**config.mk**
```make
export PLATFORM = sky130hd
export DESIGN_NAME = onewire_rom_layer
export DESIGN_NICKNAME = d
export VERILOG_FILES = /design/src/rtl/onew_rom_pkg.sv /design/src/rtl/onew_cmd_rx.sv /design/src/rtl/onew_id_ptr.sv /design/src/rtl/onew_speed.sv /design/src/rtl/onewire_rom_layer.sv
export SDC_FILE = /design/constraint.sdc
export NUM_CORES = 1
export LEC_CHECK = 0
export BUFFER_PORTS_ARGS = -buffer_cell sky130_fd_sc_hd__buf_2
export CORE_ASPECT_RATIO = 1.25
export CORE_MARGIN = 5
export CORE_UTILIZATION = 30
export CTS_BUF_LIST = sky130_fd_sc_hd__clkbuf_4 sky130_fd_sc_hd__clkbuf_8
export DETAILED_ROUTE_END_ITERATION = 7
export PLACE_DENSITY_LB_ADDON = 0.25
export SLEW_MARGIN = 30
export SYNTH_ARGS = -nofsm -noshare
export SYNTH_HDL_FRONTEND = slang
export SYNTH_SLANG_ARGS = --single-unit
```
**constraint.sdc**
```tcl
create_clock -name clk_i -period 2.7 [get_ports clk_i]
set_input_delay 0 -clock clk_i [delete_from_list [all_inputs] [get_ports clk_i]]
set_output_delay 0 -clock clk_i [all_outputs]
set_load 0.05 [all_outputs]
```
**src/rtl/onew_rom_pkg.sv**
```systemverilog
package onew_rom_pkg;

  typedef enum logic [2:0] {
    ST_WAIT, ST_CMD, ST_READ, ST_MATCH, ST_S_BIT, ST_S_CMP, ST_S_DIR, ST_DONE
  } rom_st_e;

  localparam logic [7:0] CMD_READ     = 8'h33;
  localparam logic [7:0] CMD_MATCH    = 8'h55;
  localparam logic [7:0] CMD_SEARCH   = 8'hF0;
  localparam logic [7:0] CMD_SKIP     = 8'hCC;
  localparam logic [7:0] CMD_OD_SKIP  = 8'h3C;
  localparam logic [7:0] CMD_OD_MATCH = 8'h69;

  // reflected x^8+x^5+x^4+1, lsb first, zero start
  function automatic logic [7:0] id_crc8(input logic [55:0] body);
    logic [7:0] c;
    logic       fb;
    c = '0;
    for (int i = 0; i < 56; i++) begin
      fb = c[0] ^ body[i];
      c  = {1'b0, c[7:1]};
      if (fb) c = c ^ 8'h8C;
    end
    return c;
  endfunction

endpackage

```
**src/rtl/onew_cmd_rx.sv**
```systemverilog
module onew_cmd_rx #(
  parameter int CW = 8
) (
  input  logic          clk_i,
  input  logic          rst_ni,
  input  logic          clr_i,
  input  logic          en_i,
  input  logic          bit_vld_i,
  input  logic          bit_i,
  output logic          done_o,
  output logic [CW-1:0] code_o
);
  localparam int NW = $clog2(CW);

  logic [CW-2:0] sh_q;
  logic [NW-1:0] cnt_q;
  logic          take;

  assign take   = en_i & bit_vld_i & ~clr_i;
  assign done_o = take && (cnt_q == NW'(CW - 1));
  assign code_o = {bit_i, sh_q};

  always_ff @(posedge clk_i or negedge rst_ni) begin
    if (!rst_ni) begin
      sh_q  <= '0;
      cnt_q <= '0;
    end else if (clr_i) begin
      cnt_q <= '0;
    end else if (take) begin
      sh_q  <= code_o[CW-1:1];
      cnt_q <= done_o ? '0 : cnt_q + NW'(1);
    end
  end

  AST_CMD_COUNT: assert property (@(posedge clk_i) disable iff (!rst_ni)
    (take && !done_o) |=> (cnt_q == $past(cnt_q) + NW'(1)));

endmodule

```
**src/rtl/onew_id_ptr.sv**
```systemverilog
module onew_id_ptr #(
  parameter int             IDW = 64,
  parameter logic [IDW-1:0] ID  = '0
) (
  input  logic clk_i,
  input  logic rst_ni,
  input  logic clr_i,
  input  logic step_i,
  output logic last_o,
  output logic bit_o
);
  localparam int IW = $clog2(IDW);

  logic [IW-1:0] idx_q;

  assign last_o = (idx_q == IW'(IDW - 1));
  assign bit_o  = ID[idx_q];

  always_ff @(posedge clk_i or negedge rst_ni) begin
    if (!rst_ni)     idx_q <= '0;
    else if (clr_i)  idx_q <= '0;
    else if (step_i) idx_q <= last_o ? '0 : idx_q + IW'(1);
  end

  AST_PTR_ADVANCE: assert property (@(posedge clk_i) disable iff (!rst_ni)
    (step_i && !clr_i && !last_o) |=> (idx_q == $past(idx_q) + IW'(1)));

endmodule

```
**src/rtl/onew_speed.sv**
```systemverilog
module onew_speed (
  input  logic clk_i,
  input  logic rst_ni,
  input  logic clr_i,
  input  logic set_i,
  input  logic arm_i,
  input  logic restore_i,
  output logic od_o
);
  logic od_q, saved_q;

  assign od_o = od_q;

  always_ff @(posedge clk_i or negedge rst_ni) begin
    if (!rst_ni) begin
      od_q    <= 1'b0;
      saved_q <= 1'b0;
    end else if (clr_i) begin
      od_q    <= 1'b0;
    end else if (arm_i) begin
      saved_q <= od_q;
      od_q    <= 1'b1;
    end else if (set_i) begin
      od_q    <= 1'b1;
    end else if (restore_i) begin
      od_q    <= saved_q;
    end
  end

  AST_OD_ARM: assert property (@(posedge clk_i) disable iff (!rst_ni)
    (arm_i && !clr_i) |=> od_o);

endmodule

```
**src/rtl/onewire_rom_layer.sv**
```systemverilog
module onewire_rom_layer
  import onew_rom_pkg::*;
#(
  parameter logic [55:0] ID_BODY = 56'h9E2D71C408B63B,
  parameter int          CMD_W   = 8
) (
  input  logic clk_i,
  input  logic rst_ni,
  input  logic bus_rst_i,
  input  logic rst_long_i,
  input  logic rx_vld_i,
  input  logic rx_bit_i,
  input  logic tx_done_i,
  output logic tx_en_o,
  output logic tx_bit_o,
  output logic od_o,
  output logic selected_o
);
  localparam int         ID_W    = 64;
  localparam logic [63:0] ID_FULL = {id_crc8(ID_BODY), ID_BODY};

  rom_st_e          state_q, state_d;
  logic             odm_q, odm_d;
  logic             sel_d;
  logic             cmd_done;
  logic [CMD_W-1:0] cmd_code;
  logic             id_last, id_bit, bit_ok, step;
  logic             arm, set_od, restore;

  onew_cmd_rx #(.CW(CMD_W)) u_cmd (
    .clk_i(clk_i), .rst_ni(rst_ni), .clr_i(bus_rst_i),
    .en_i(state_q == ST_CMD), .bit_vld_i(rx_vld_i), .bit_i(rx_bit_i),
    .done_o(cmd_done), .code_o(cmd_code)
  );

  onew_id_ptr #(.IDW(ID_W), .ID(ID_FULL)) u_ptr (
    .clk_i(clk_i), .rst_ni(rst_ni), .clr_i(bus_rst_i | cmd_done),
    .step_i(step), .last_o(id_last), .bit_o(id_bit)
  );

  onew_speed u_spd (
    .clk_i(clk_i), .rst_ni(rst_ni), .clr_i(bus_rst_i & rst_long_i),
    .set_i(set_od & ~bus_rst_i), .arm_i(arm & ~bus_rst_i),
    .restore_i(restore & ~bus_rst_i), .od_o(od_o)
  );

  assign bit_ok = (rx_bit_i == id_bit);
  assign step   = ((state_q == ST_READ) & tx_done_i)
                | (((state_q == ST_MATCH) | (state_q == ST_S_DIR)) & rx_vld_i & bit_ok);

  always_comb begin
    state_d = state_q;
    odm_d   = odm_q;
    sel_d   = 1'b0;
    arm     = 1'b0;
    set_od  = 1'b0;
    restore = 1'b0;
    unique case (state_q)
      ST_CMD: if (cmd_done) begin
        case (cmd_code)
          CMD_READ:     state_d = ST_READ;
          CMD_MATCH:    begin state_d = ST_MATCH; odm_d = 1'b0; end
          CMD_OD_MATCH: begin state_d = ST_MATCH; odm_d = 1'b1; arm = 1'b1; end
          CMD_SEARCH:   state_d = ST_S_BIT;
          CMD_SKIP:     begin state_d = ST_DONE; sel_d = 1'b1; end
          CMD_OD_SKIP:  begin state_d = ST_DONE; sel_d = 1'b1; set_od = 1'b1; end
          default:      state_d = ST_WAIT;
        endcase
      end
      ST_READ: if (tx_done_i && id_last) begin
        state_d = ST_DONE;
        sel_d   = 1'b1;
      end
      ST_MATCH: if (rx_vld_i) begin
        if (!bit_ok) begin
          state_d = ST_WAIT;
          restore = odm_q;
        end else if (id_last) begin
          state_d = ST_DONE;
          sel_d   = 1'b1;
        end
      end
      ST_S_BIT: if (tx_done_i) state_d = ST_S_CMP;
      ST_S_CMP: if (tx_done_i) state_d = ST_S_DIR;
      ST_S_DIR: if (rx_vld_i) begin
        if (!bit_ok)      state_d = ST_WAIT;
        else if (id_last) begin state_d = ST_DONE; sel_d = 1'b1; end
        else              state_d = ST_S_BIT;
      end
      default: ;
    endcase
  end

  always_ff @(posedge clk_i or negedge rst_ni) begin
    if (!rst_ni) begin
      state_q    <= ST_WAIT;
      odm_q      <= 1'b0;
      selected_o <= 1'b0;
    end else if (bus_rst_i) begin
      state_q    <= ST_CMD;
      selected_o <= 1'b0;
    end else begin
      state_q    <= state_d;
      odm_q      <= odm_d;
      selected_o <= sel_d;
    end
  end

  assign tx_en_o  = (state_q == ST_READ) | (state_q == ST_S_BIT) | (state_q == ST_S_CMP);
  assign tx_bit_o = ~tx_en_o | (id_bit ^ (state_q == ST_S_CMP));

  AST_SEL_PULSE: assert property (@(posedge clk_i) disable iff (!rst_ni)
    selected_o |=> !selected_o);

  AST_RST_QUIET: assert property (@(posedge clk_i) disable iff (!rst_ni)
    bus_rst_i |=> (!tx_en_o && !selected_o));

  AST_LONG_RST_OD: assert property (@(posedge clk_i) disable iff (!rst_ni)
    (bus_rst_i && rst_long_i) |=> !od_o);

  AST_ODSKIP_SEL: assert property (@(posedge clk_i) disable iff (!rst_ni)
    (cmd_done && cmd_code == CMD_OD_SKIP) |=> (od_o && selected_o));

  AST_MATCH_DROP: assert property (@(posedge clk_i) disable iff (!rst_ni)
    (rx_vld_i && state_q == ST_MATCH && !bit_ok && !bus_rst_i) |=> (!tx_en_o && !selected_o));

endmodule

```
---- After elaboration in Yosys (flattened, before gate mapping) ----
Memories as Yosys holds them, arrays and structs flattened.
Cells that the tools add are included.
word-level totals
  output and inout port bits .............. 4
  ROM bits ................................ 64
  memories ................................ 1
  logic and storage cells ................. 109
  input bits .............................. 7
  flip-flop bits (word level) ............. 23
operators by class
  bitwise gates (word level) .............. 19
  add/sub/neg operators ................... 2
  order comparisons ....................... 1
  multiplexer cells ....................... 42
  equality and inequality tests ........... 22
  reduce and logical (&&, ||, !) cells .... 14
memories
  memory           depth  bits a word  read ports  clocked after Yosys merged registers in  wr ports  RTL line           RTL
  (no name shown)  64     1            1           0                                        0         onew_id_ptr.sv:17  assign bit_o = ID[idx_q];
operators by type and width
  cell                                                        count
  2-to-1 mux 3 bit                                            13
  2-to-1 mux 1 bit                                            21
  2-to-1 mux 6 bit                                            3
  one-hot mux 3 bit (6 select lines)                          1
  equality test 8 x 6 -> 1 bit, second input constant         2
  equality test 8 x 7 -> 1 bit, second input constant         2
  equality test 8 bit, second input constant                  2
  inequality test 3 bit, second input constant                5
  equality test 3 bit, second input constant                  4
  one-hot mux 3 bit (4 select lines)                          1
  bitwise AND 1 bit                                           9
  AND reduction 8 bit                                         1
  less-than comparator 6 x 7 -> 1 bit, second input constant  1
  nonzero test 7 bit                                          1
  adder 6 x 1 -> 6 bit, second input constant                 1
  equality test 3 x 2 -> 1 bit, second input constant         2
  equality test 6 bit, second input constant                  1
  bitwise OR 1 bit                                            6
  nonzero test 2 bit                                          3
  OR reduction 2 bit                                          3
  inequality test 4 bit, second input constant                1
  AND reduction 2 bit                                         2
  AND reduction 4 bit                                         1
  nonzero test 4 bit                                          1
  10 further kinds                                            13

---- Longest topological paths before layout ----
Gate-level depths: netlist of the first run.
  word-level depth ........................ 11
  depth in mapped cells ................... 10

---- Cells and area by module ----
From an unflattened synthesis of the first run, not the netlist that was laid out.
second synthesis, totals
  cells, all modules ...................... 184
  area total of the unflattened synthesis .. 1804.2 um^2
modules (own cells, without submodules)
  module             cells each  area each (um^2)  instances
  onewire_rom_layer  82          663.1             1
  onew_id_ptr        61          543.0             1
  onew_cmd_rx        34          500.5             1
  onew_speed         7           97.6              1

---- Worst setup path after synthesis of the first run ----
Ideal clock, no wire load.
  path kind ............................... register -> register
  start ................................... register u_ptr.idx_q[0]
  end ..................................... register state_q[2]
  cell stages (with the launch flop) ...... 10
  arrival time ............................ 2318 ps
  setup slack ............................. 260 ps
  setup time .............................. 122 ps
  path through ............................ dfrtp_1 > inv_1 > ha_1 > nor2_1 > a21oi_1 > mux4_2 > a211o_4 > buf_6 > a21o_1 > a32o_1
on the way
  longest elaborated chain between the ends .. 7
  elaborated cells between the ends (all ways) .. 14
ends and longest elaborated chain
  item                                    RTL line                                          RTL
  from (decl)                             onew_id_ptr.sv:14                                 logic [IW-1:0] idx_q;
  from (signal assigned)                  onew_id_ptr.sv:22                                 else if (step_i) idx_q <= last_o ? '0 : idx_q + IW'(1);
  memory read (64 x 1 bit)                --
  2-to-1 mux 1 bit (not written as such)  onew_id_ptr.sv:17
  equality test 1 bit                     onewire_rom_layer.sv:47                           assign bit_ok = (rx_bit_i == id_bit);
  2-to-1 mux 3 bit (on tied branches)     onewire_rom_layer.sv:86, onewire_rom_layer.sv:75
  2-to-1 mux 3 bit (on tied branches)     onewire_rom_layer.sv:85, onewire_rom_layer.sv:74
  one-hot mux 3 bit (6 select lines)      onewire_rom_layer.sv:58                           unique case (state_q)
  2-to-1 mux 3 bit                        onewire_rom_layer.sv:99                           end else if (bus_rst_i) begin
  to (signal assigned)                    onewire_rom_layer.sv:103                          state_q <= state_d;
  to (decl)                               onewire_rom_layer.sv:22                           rom_st_e state_q, state_d;
Parallel ways exist; a longest one is shown, timed or not. The select of a mux whose other input is x is not followed.
A chain may end at the register's enable or synchronous reset.

---- Final worst setup path of the first run ----
  start ................................... register u_ptr.idx_q[0]
  end ..................................... register state_q[1]
The elaborated chain is that of the path after synthesis.

==> results.cfg, run 1 <==
[hold_path]
hold_path_class = input pin to register

[critical_path]
required_ns = 2.86
crit_buf_inv = 1
cp_max_fo = 13
crit_type = register to register
slowest_stage = mux4_2
crit_family = compound AO/OA/AOI/OAI gates
crit_chain = inv_2 -> ha_1 -> nor2_1 -> a21oi_1 -> mux4_2 -> a211o_4 -> and2_1 -> a221o_1
cp-start-kind = register
cp-end-kind = register
max_stage_delay_ns = 0.56
critPathArrivalTime_ns = 2.73

[floorplanning]
placementRows = 32
boundaryPins = 11
dieArea_sq_um = 7980
core_sq_um = 6130
die_w_microns = 80.9
die_h_microns = 98.6
initial_core_util = 0.308

[global_routing]
grtUsageTotal = 0.123
grt_max_degree = 24
grt_pass1_vias = 1618
grt_pass1_wl_microns = 7900
antenna_found_initial = 0
gr-total-overflow = 0

[placed_design]
dpl.hpwl_microns = 3500
pre_cts_ws_ns = 0.0694
port_buffers = 10
place_area_sq_um = 2030
place_congestion = 0.838

[synth]
synth_simple_gate_area_frac = 0.248
synth_top_area_cell = dfrtp_1
synth_top_family_by_area = simple AND/OR/NAND/NOR gates
synth_edf_count = 0
synth.area.top_cells = dfrtp_1 31%, ha_1 6.0%, mux2_2 4.2%, nand2_1 4.0%, mux2i_1 3.7%
syn_area_per_cell_sq_um = 8.76
ys_ff_latch = 23
synth.distinct_cells = 55
synthCells = 215
synthTopCellsByCount = 23 x dfrtp_1, 20 x nand2_1, 12 x a21oi_1
yosys_warnings = 0
synth.area.mux_share = 0.0989
synth_top_cell_area_share = 0.305
synth.most_common_cell = dfrtp_1
synth_xor_area_frac = 0.00465
synth_fp_nets = 231
netlist_area_sq_um = 1880
synth_flop_cell = dfrtp_1
ys_seq_area_frac = 0.305
synthArstFlopShare = 1.00
synth_compound_area_frac = 0.213
synth_fa_ha_area_frac = 0.0598

[final_layout]
final_nets = 241
drive_gt1_frac = 0.183
fin_util = 0.346
seqCellArea_sq_um = 576
final_area_sq_um = 2120
areaGrowthSynthToFinish_pct = 12.6
diodes = 0
multiInputGateArea_sq_um = 1200
fillers = 639

[clock_network]
htree_levels = 1
clk_pin_slew_worst_paths_ns = 0.09
cts_buffers = 3
clkLatencyLatePin_ns = 0.27
max-clock-path-buffers = 2
cts_sinks = 23
cts_tree = done
cts_root_buf = clkbuf_8

[power]
power.total_uw = 1060
p_seq_frac = 0.471
clkPwrFrac = 0.218
p_sw_frac = 0.360
power_density_nw_per_um2 = 497
internal_power_uw = 675
combPwrFrac = 0.311
power.leakage_uw = 0.000850
netSwitchingPower_uw = 380
vdd_ir_drop_max_v = 0.000276

[sta]
maxSlewViolCount = 0
hold_viol_final = 0
period_share = 0.952
min_period_ns = 2.57
fin_skew_ns = 0.00686
setup_ws_ns = 0.129
maxSlewHeadroom = 0.540
timing_worst_slew_pin_value_ns = 0.689
setup_viol = 0
fmax_mhz = 389

[routing]
viasPerCell = 5.40
drt-initial-drc-count = 64
drc = 0
vias = 1668
detail_route.wirelength_microns = 4670
wl_per_cell_microns = 15.1
postRouteAntennaNets = 0
firstDrtPassIters = 6

[outcome]
outcome = complete, no violations

[run]
maxCapViolCount = 0
layer usage:
metal	global-route usage	vias up	share of wire
met3	0.0146	10	0.034
met5	0	-	0
met1	0.147	805	0.41
met2	0.219	35	0.54
met4	0.0455	0	0.024
li1	-	818	-
tightest hold or removal path, delay by kind of cell:
| kind | cells | cell delay [ns] |
|---|---|---|
| muxes | 1 | 0.11 |
| buffers and inverters | 1 | 0.10 |
| AOI/OAI and AO/OA | 1 | 0.06 |
| and+or+nand+nor | 1 | 0.05 |
power by group through the flow:
stage / clock network, uW / logic [uW] / registers [uW]
2_1_floorplan: 0 / 283 / 455
3_3_place_gp: 0 / 312 / 501
3_5_place_dp: 0 / 314 / 503
4_1_cts: 243 / 318 / 496
5_1_grt: 260 / 365 / 515
6_report: 230 / 329 / 497
flip-flops by register name, summed over array words and instances, names as in the netlist:
signal and cells:
u_cmd.cnt_q 3, u_cmd.sh_q 7, state_q 3, u_ptr.idx_q 6, odm_q 1, u_spd.saved_q 1
selected_o 1, u_spd.od_o 1
what timing repair did:
item | in CTS | in global routing
endpoints found under the hold margin | 23 | 0
pin swaps | 0 | 2
resized for setup | 1 | 6
endpoints found under the setup margin | 1 | 12
buffers inserted | 0 | 1
hold buffers | 1 | 0
cells by family (layout without fill, tap and decap cells):
group                      after synthesis  after routing
AOI/OAI and AO/OA                       54             54
adders and majority gates                9              9
muxes                                   16             16
and+or+nand+nor                         83             83
xor gates and xnor gates                 1              1
DFF                                     23             23
buffers and inverters                   29             38
final cells by class:
cell class	count	area share
repair buffers	22	0.0702
well taps	85	0.0501
clock buffers	4	0.0230
inverters	12	0.0212
flip-flops and latches	23	0.271
multi-input cells	163	0.564
layout by cell type, fill, tap and decap left out, types with 5 or more instances in the layout:
master	count
mux2_2	7
nand2_1	20
nor2_1	10
dfrtp_1	23
inv_1	10
a21oi_1	11
a211oi_1	5
nor3_1	7
nand3_1	11
buf_2	9
buf_4	11
ha_1	9
mux2i_1	7
o21ai_0	10
metrics by stage:
step / TNS (ns) / cells / hold WS [ns]
after floorplan: 0 / 215 / -0.296
after global placement: 0 / 303 / 0.0309
after detailed placement: 0 / 303 / 0.0272
after CTS: 0 / 308 / 0.0964
after global routing: -0.00307 / 309 / 0.114
final: 0 / 309 / 0.0954
path summary, 6_finish.rpt:
check                           cells after the start        endpoint           start  slack [ns]
worst max register to register                      8      state_q[1]  u_ptr.idx_q[0]        0.13
worst max-delay path                                8      state_q[1]  u_ptr.idx_q[0]        0.13
max in group asynchronous                           2  u_ptr.idx_q[1]          rst_ni        2.08
min in group asynchronous                           2   u_spd.saved_q          rst_ni        0.25
worst min register to register                      1   u_spd.saved_q   u_spd.saved_q        0.51
worst min-delay path                                4      u_spd.od_o      rst_long_i         0.1
Power figures use the tool's default switching activity.
==> run 2: changes to the inputs <==
SYNTH_HIERARCHICAL = 1   (was unset)
==> results.cfg, run 2 <==
[global_routing]
antenna_found_initial = 0
grt_max_degree = 24
grt.met3_usage = 0.0177
gr-total-overflow = 0
grt_pass1_vias = 1499
top_usage_layer = met2
use_met2 = 0.176
grt_pass1_wl_microns = 7030
grtUsageTotal = 0.109
met1_usage = 0.150

[sta]
period_share = 1.03
min_period_ns = 2.78
maxSlewHeadroom = 0.641
hold_viol_final = 0
rsz0062_at_grt = yes
fin_skew_ns = 0.00545
maxSlewViolCount = 0
timing_worst_slew_pin_value_ns = 0.538
fmax_mhz = 360
setup_ws_ns = -0.0776
setup_viol = 6

[critical_path]
required_ns = 2.88
critPathArrivalTime_ns = 2.96
path_common_cell = a21oi_2
crit_type = register to register
cp-end-kind = register
cp_max_fo = 4
slowest_stage = mux4_2
rrSetupSlack_ns = -0.08
crit_chain = inv_4 -> ha_4 -> inv_2 -> mux4_2 -> a21oi_2 -> mux2i_4 -> buf_6 -> xor2_2 -> nor4b_2 -> a311oi_2 -> a21oi_2 -> buf_4 -> mux2i_1
cp-start-kind = register
max_stage_delay_ns = 0.45

[routing]
detail_route.wirelength_microns = 4050
viasPerCell = 5.37
vias = 1519
drt-initial-drc-count = 60
postRouteAntennaNets = 0
wl_per_cell_microns = 14.3
firstDrtPassIters = 4
drc = 0

[clock_network]
cts_tree = done
clkLatencyLatePin_ns = 0.27
cts_buffers = 3
cts_root_buf = clkbuf_8
max-clock-path-buffers = 2
cts_sinks = 23
htree_levels = 1
clk_pin_slew_worst_paths_ns = 0.09

[placed_design]
dpl.hpwl_microns = 2920
port_buffers = 10
place_congestion = 0.806
dp_cells = 270
pre_cts_ws_ns = -0.193

[synth]
synthArstFlopShare = 1.00
synth.distinct_cells = 59
syn_area_per_cell_sq_um = 9.81
yosys_warnings = 6
synthTopCellsByCount = 23 x dfrtp_1, 17 x a21oi_1, 15 x nand2_1
synth_edf_count = 0
ys_seq_area_frac = 0.319
synth_flop_cell = dfrtp_1
synth.area.top_cells = dfrtp_1 32%, mux2_4 7.5%, ha_1 6.2%, a21oi_1 4.7%, nand2_1 3.1%
synth_top_cell_area_share = 0.319
synth_fp_nets = 200
ys_ff_latch = 23
synthCells = 184
synth.most_common_cell = dfrtp_1
netlist_area_sq_um = 1800
synth_top_area_cell = dfrtp_1

[final_layout]
final_nets = 234
areaGrowthSynthToFinish_pct = 25.2
diodes = 0
fillers = 599
drive_gt1_frac = 0.401
final_common_cell = buf_4
multiInputGateArea_sq_um = 1230
fin_util = 0.388
layout_common_cells = 23 x buf_4, 21 x dfrtp_1, 14 x a21oi_1, 12 x nand2_1, 10 x buf_2
fin_cells = 283
reg_top3 = u_cmd/sh_q: 7 flops, u_ptr/idx_q: 6 flops
top_register = u_cmd/sh_q
largest_reg_flops = 7
seqCellArea_sq_um = 578

[outcome]
violations = setup timing
outcome = complete, but fails checks

[power]
vdd_ir_drop_max_v = 0.000309
power.leakage_uw = 0.000963
power_density_nw_per_um2 = 725

[floorplanning]
placementRows = 31
die_h_microns = 96.7
initial_core_util = 0.310
boundaryPins = 11
dieArea_sq_um = 7670
die_w_microns = 79.4
core_sq_um = 5820

[hold_path]
hold_path_class = input pin to register

[run]
maxCapViolCount = 0
run 2: cells by family after synthesis:
kind of cell             after synthesis  synth area share
AO/OA/AOI/OAI                         46             0.173
XOR/XNOR                               4            0.0194
adder cells (fa/ha/maj)                9            0.0624
buffers and inverters                 19            0.0569
flip-flops                            23             0.319
multiplexers                          16             0.130
AND/OR/NAND/NOR                       67             0.239
run 2: where the power goes:
part | switching (uW) | internal (uW)
combinational | 435 | 442
clock | 117 | 103
sequential | 115 | 427
run 2: critical path, delay by kind of cell (launching register included):
kind / cells / cell delay (ns)
flops: 1 / 0.42
compound gates: 3 / 0.45
buf+inv: 4 / 0.37
simple gates: 1 / 0.24
fa+ha+maj: 1 / 0.27
mux: 3 / 0.75
xor+xnor: 1 / 0.17
run 2: cell type report:
| type | count | share of cell area |
|---|---|---|
| multi-input combinational | 142 | 0.545 |
| tap | 66 | 0.0365 |
| clock buffer | 3 | 0.0183 |
| clock inverter | 1 | 0.00221 |
| timing repair buffer | 38 | 0.123 |
| inverter | 10 | 0.0188 |
| sequential | 23 | 0.256 |
run 2: per-layer routing:
| metal | share of wire | routed length [microns] |
|---|---|---|
| met1 | 0.48 | 1920 |
| met2 | 0.50 | 2010 |
| met3 | 0.019 | 78 |
| met4 | 0.0082 | 33 |
| met5 | 0 | 0 |
run 2: repair_timing:
item,in CTS,in global routing
hold buffers,1,0
endpoints found under the setup margin,9,9
gates resized for setup,3,14
endpoints found under the hold margin,23,0
setup buffers,3,5
pin swaps,3,9
run 2: metrics by stage:
step	area, sq um	hold slack [ns]	total power [uW]	TNS [ns]
2_1_floorplan	1880	-0.296	1170	-0.0500
3_3_place_gp	2080	0.0154	1380	-0.792
5_1_grt	2260	0.0856	1760	-1.33
3_5_place_dp	2080	0.0209	1370	-0.812
6_report	2260	0.0767	1640	-0.212
4_1_cts	2160	0.0673	1620	-0.344
run 2: path summary, 6_finish.rpt:
| path | endpoint | depth (start not counted) | startpoint |
|---|---|---|---|
| min in group asynchronous | selected_o | 2 | rst_ni |
| min reg2reg | odm_q | 2 | odm_q |
| min | u_cmd/cnt_q[0] | 2 | bus_rst_i |
| max in group asynchronous | u_ptr/idx_q[0] | 2 | rst_ni |
| max reg2reg | state_q[0] | 13 | u_ptr/idx_q[1] |
| max | state_q[0] | 13 | u_ptr/idx_q[1] |
==> run 3: changes to the inputs <==
BUFFER_PORTS_ARGS = -buffer_cell sky130_fd_sc_hd__buf_4   (was -buffer_cell sky130_fd_sc_hd__buf_2)
==> results.cfg, run 3 (synthesized netlist as in run 2, its figures left out) <==
[final_layout]
final_area_sq_um = 2280
fin_cells = 281
final_common_cell = buf_4
largest_reg_flops = 7
diodes = 0
layout_common_cells = 30 x buf_4, 21 x dfrtp_1, 15 x a21oi_1, 12 x nand2_1
final_nets = 232
areaGrowthSynthToFinish_pct = 26.5
reg_top3 = u_cmd/sh_q: 7 flops, u_ptr/idx_q: 6 flops
top_register = u_cmd/sh_q
drive_gt1_frac = 0.386
fillers = 605

[sta]
fin_skew_ns = 0.00352
maxSlewHeadroom = 0.714
fmax_mhz = 358
hold_viol_final = 0
rsz0062_at_grt = yes
timing_worst_slew_pin_value_ns = 0.425
period_share = 1.03
setup_viol = 7
setup_ws_ns = -0.0921
maxSlewViolCount = 0
min_period_ns = 2.79

[global_routing]
gr-total-overflow = 0
grt_max_degree = 24
antenna_found_initial = 0
grtUsageTotal = 0.109
grt_pass1_wl_microns = 6960
grt_pass1_vias = 1496

[clock_network]
cts_tree = done
clk_pin_slew_worst_paths_ns = 0.08
cts_sinks = 23
htree_levels = 1
cts_buffers = 3
clkLatencyLatePin_ns = 0.26
cts_root_buf = clkbuf_8
max-clock-path-buffers = 2

[critical_path]
critPathArrivalTime_ns = 2.95
endpoint = state_q[2]
worstSetupStartpoint = u_ptr/idx_q[0]
cp-end-kind = register
required_ns = 2.85
rrSetupSlack_ns = -0.09
cp_max_fo = 4
r2r_end = state_q[2]
rr_startpoint = u_ptr/idx_q[0]
crit_type = register to register
worstRegToRegCells = 12
cp-start-kind = register

[routing]
firstDrtPassIters = 4
wl_per_cell_microns = 13.7
drc = 0
detail_route.wirelength_microns = 3860
vias = 1463
viasPerCell = 5.21
drt-initial-drc-count = 93
postRouteAntennaNets = 0

[floorplanning]
placementRows = 31
initial_core_util = 0.310
die_w_microns = 79.4
core_sq_um = 5820
die_h_microns = 96.7
boundaryPins = 11
dieArea_sq_um = 7670

[placed_design]
pre_cts_ws_ns = -0.157
dp_cells = 269
place_area_sq_um = 2100
port_buffers = 10
dpl.hpwl_microns = 2870
place_congestion = 0.796

[power]
power.leakage_uw = 0.000963
power.total_uw = 1660
power_density_nw_per_um2 = 728
vdd_ir_drop_max_v = 0.000392

[run]
maxCapViolCount = 0

[outcome]
outcome = complete, but fails checks
violations = setup timing

[hold_path]
hold_path_class = input pin to register
[run 3: how the worst min path moves through the flow]
stage                        start        endpoint  slack [ns]  cells after the start
after global placement      rst_ni  u_cmd/cnt_q[0]       -0.08                      1
after floorplan             rst_ni           odm_q       -0.30                      0
after detailed placement    rst_ni  u_cmd/cnt_q[0]       -0.08                      1
final                     rx_bit_i   u_cmd/sh_q[6]        0.07                      2
after CTS                 rx_bit_i   u_cmd/sh_q[6]        0.06                      2
after global routing      rx_bit_i   u_cmd/sh_q[6]        0.06                      2
[run 3: cell type report]
cell class | instances | area [sq um] | area share
clock buffers | 4 | 48.8 | 0.0214
inverters | 10 | 42.5 | 0.0186
flip-flops and latches | 23 | 578 | 0.253
repair buffers | 36 | 299 | 0.131
multi-input cells | 142 | 1230 | 0.539
well taps | 66 | 82.6 | 0.0362
[run 3: through the flow]
stage	hold slack, ns	utilization	TNS, ns
final	0.0660	0.392	-0.211
after global routing	0.0630	0.392	-1.57
after CTS	0.0585	0.379	-0.260
after detailed placement	-0.0807	0.360	-0.638
after global placement	-0.0842	0.360	-0.614
after floorplan	-0.296	-	-0.0500
[run 3: power by group]
group	switching (uW)	total [uW]	internal, uW
logic	435	893	458
registers	113	540	427
clock network	113	228	115
[run 3: routing by layer]
| metal | share of wire | up-vias | global-route usage |
|---|---|---|---|
| met2 | 0.49 | 23 | 0.177 |
| met3 | 0.031 | 4 | 0.0158 |
| met4 | 0.010 | 0 | 0.0278 |
| met5 | 0 | - | 0 |
| li1 | - | 739 | - |
| met1 | 0.47 | 697 | 0.152 |
[run 3: what timing repair did]
action	in CTS	in global routing
pin swaps	3	12
resized for setup	3	12
endpoints found under the setup margin	9	9
setup buffers	2	4
gates cloned	0	0
hold buffers	2	0
endpoints found under the hold margin	24	0
[run 3: worst max-delay path, stage by stage (launching register included)]
cell and delay (ns):
dfrtp_2 0.43, inv_4 0.06, ha_4 0.27, inv_2 0.03, mux4_2 0.47, a21oi_4 0.18, mux2i_4 0.10, buf_4 0.15
xor2_2 0.17, nor4b_2 0.24, a311oi_2 0.08, a21oi_2 0.18, mux2_4 0.31
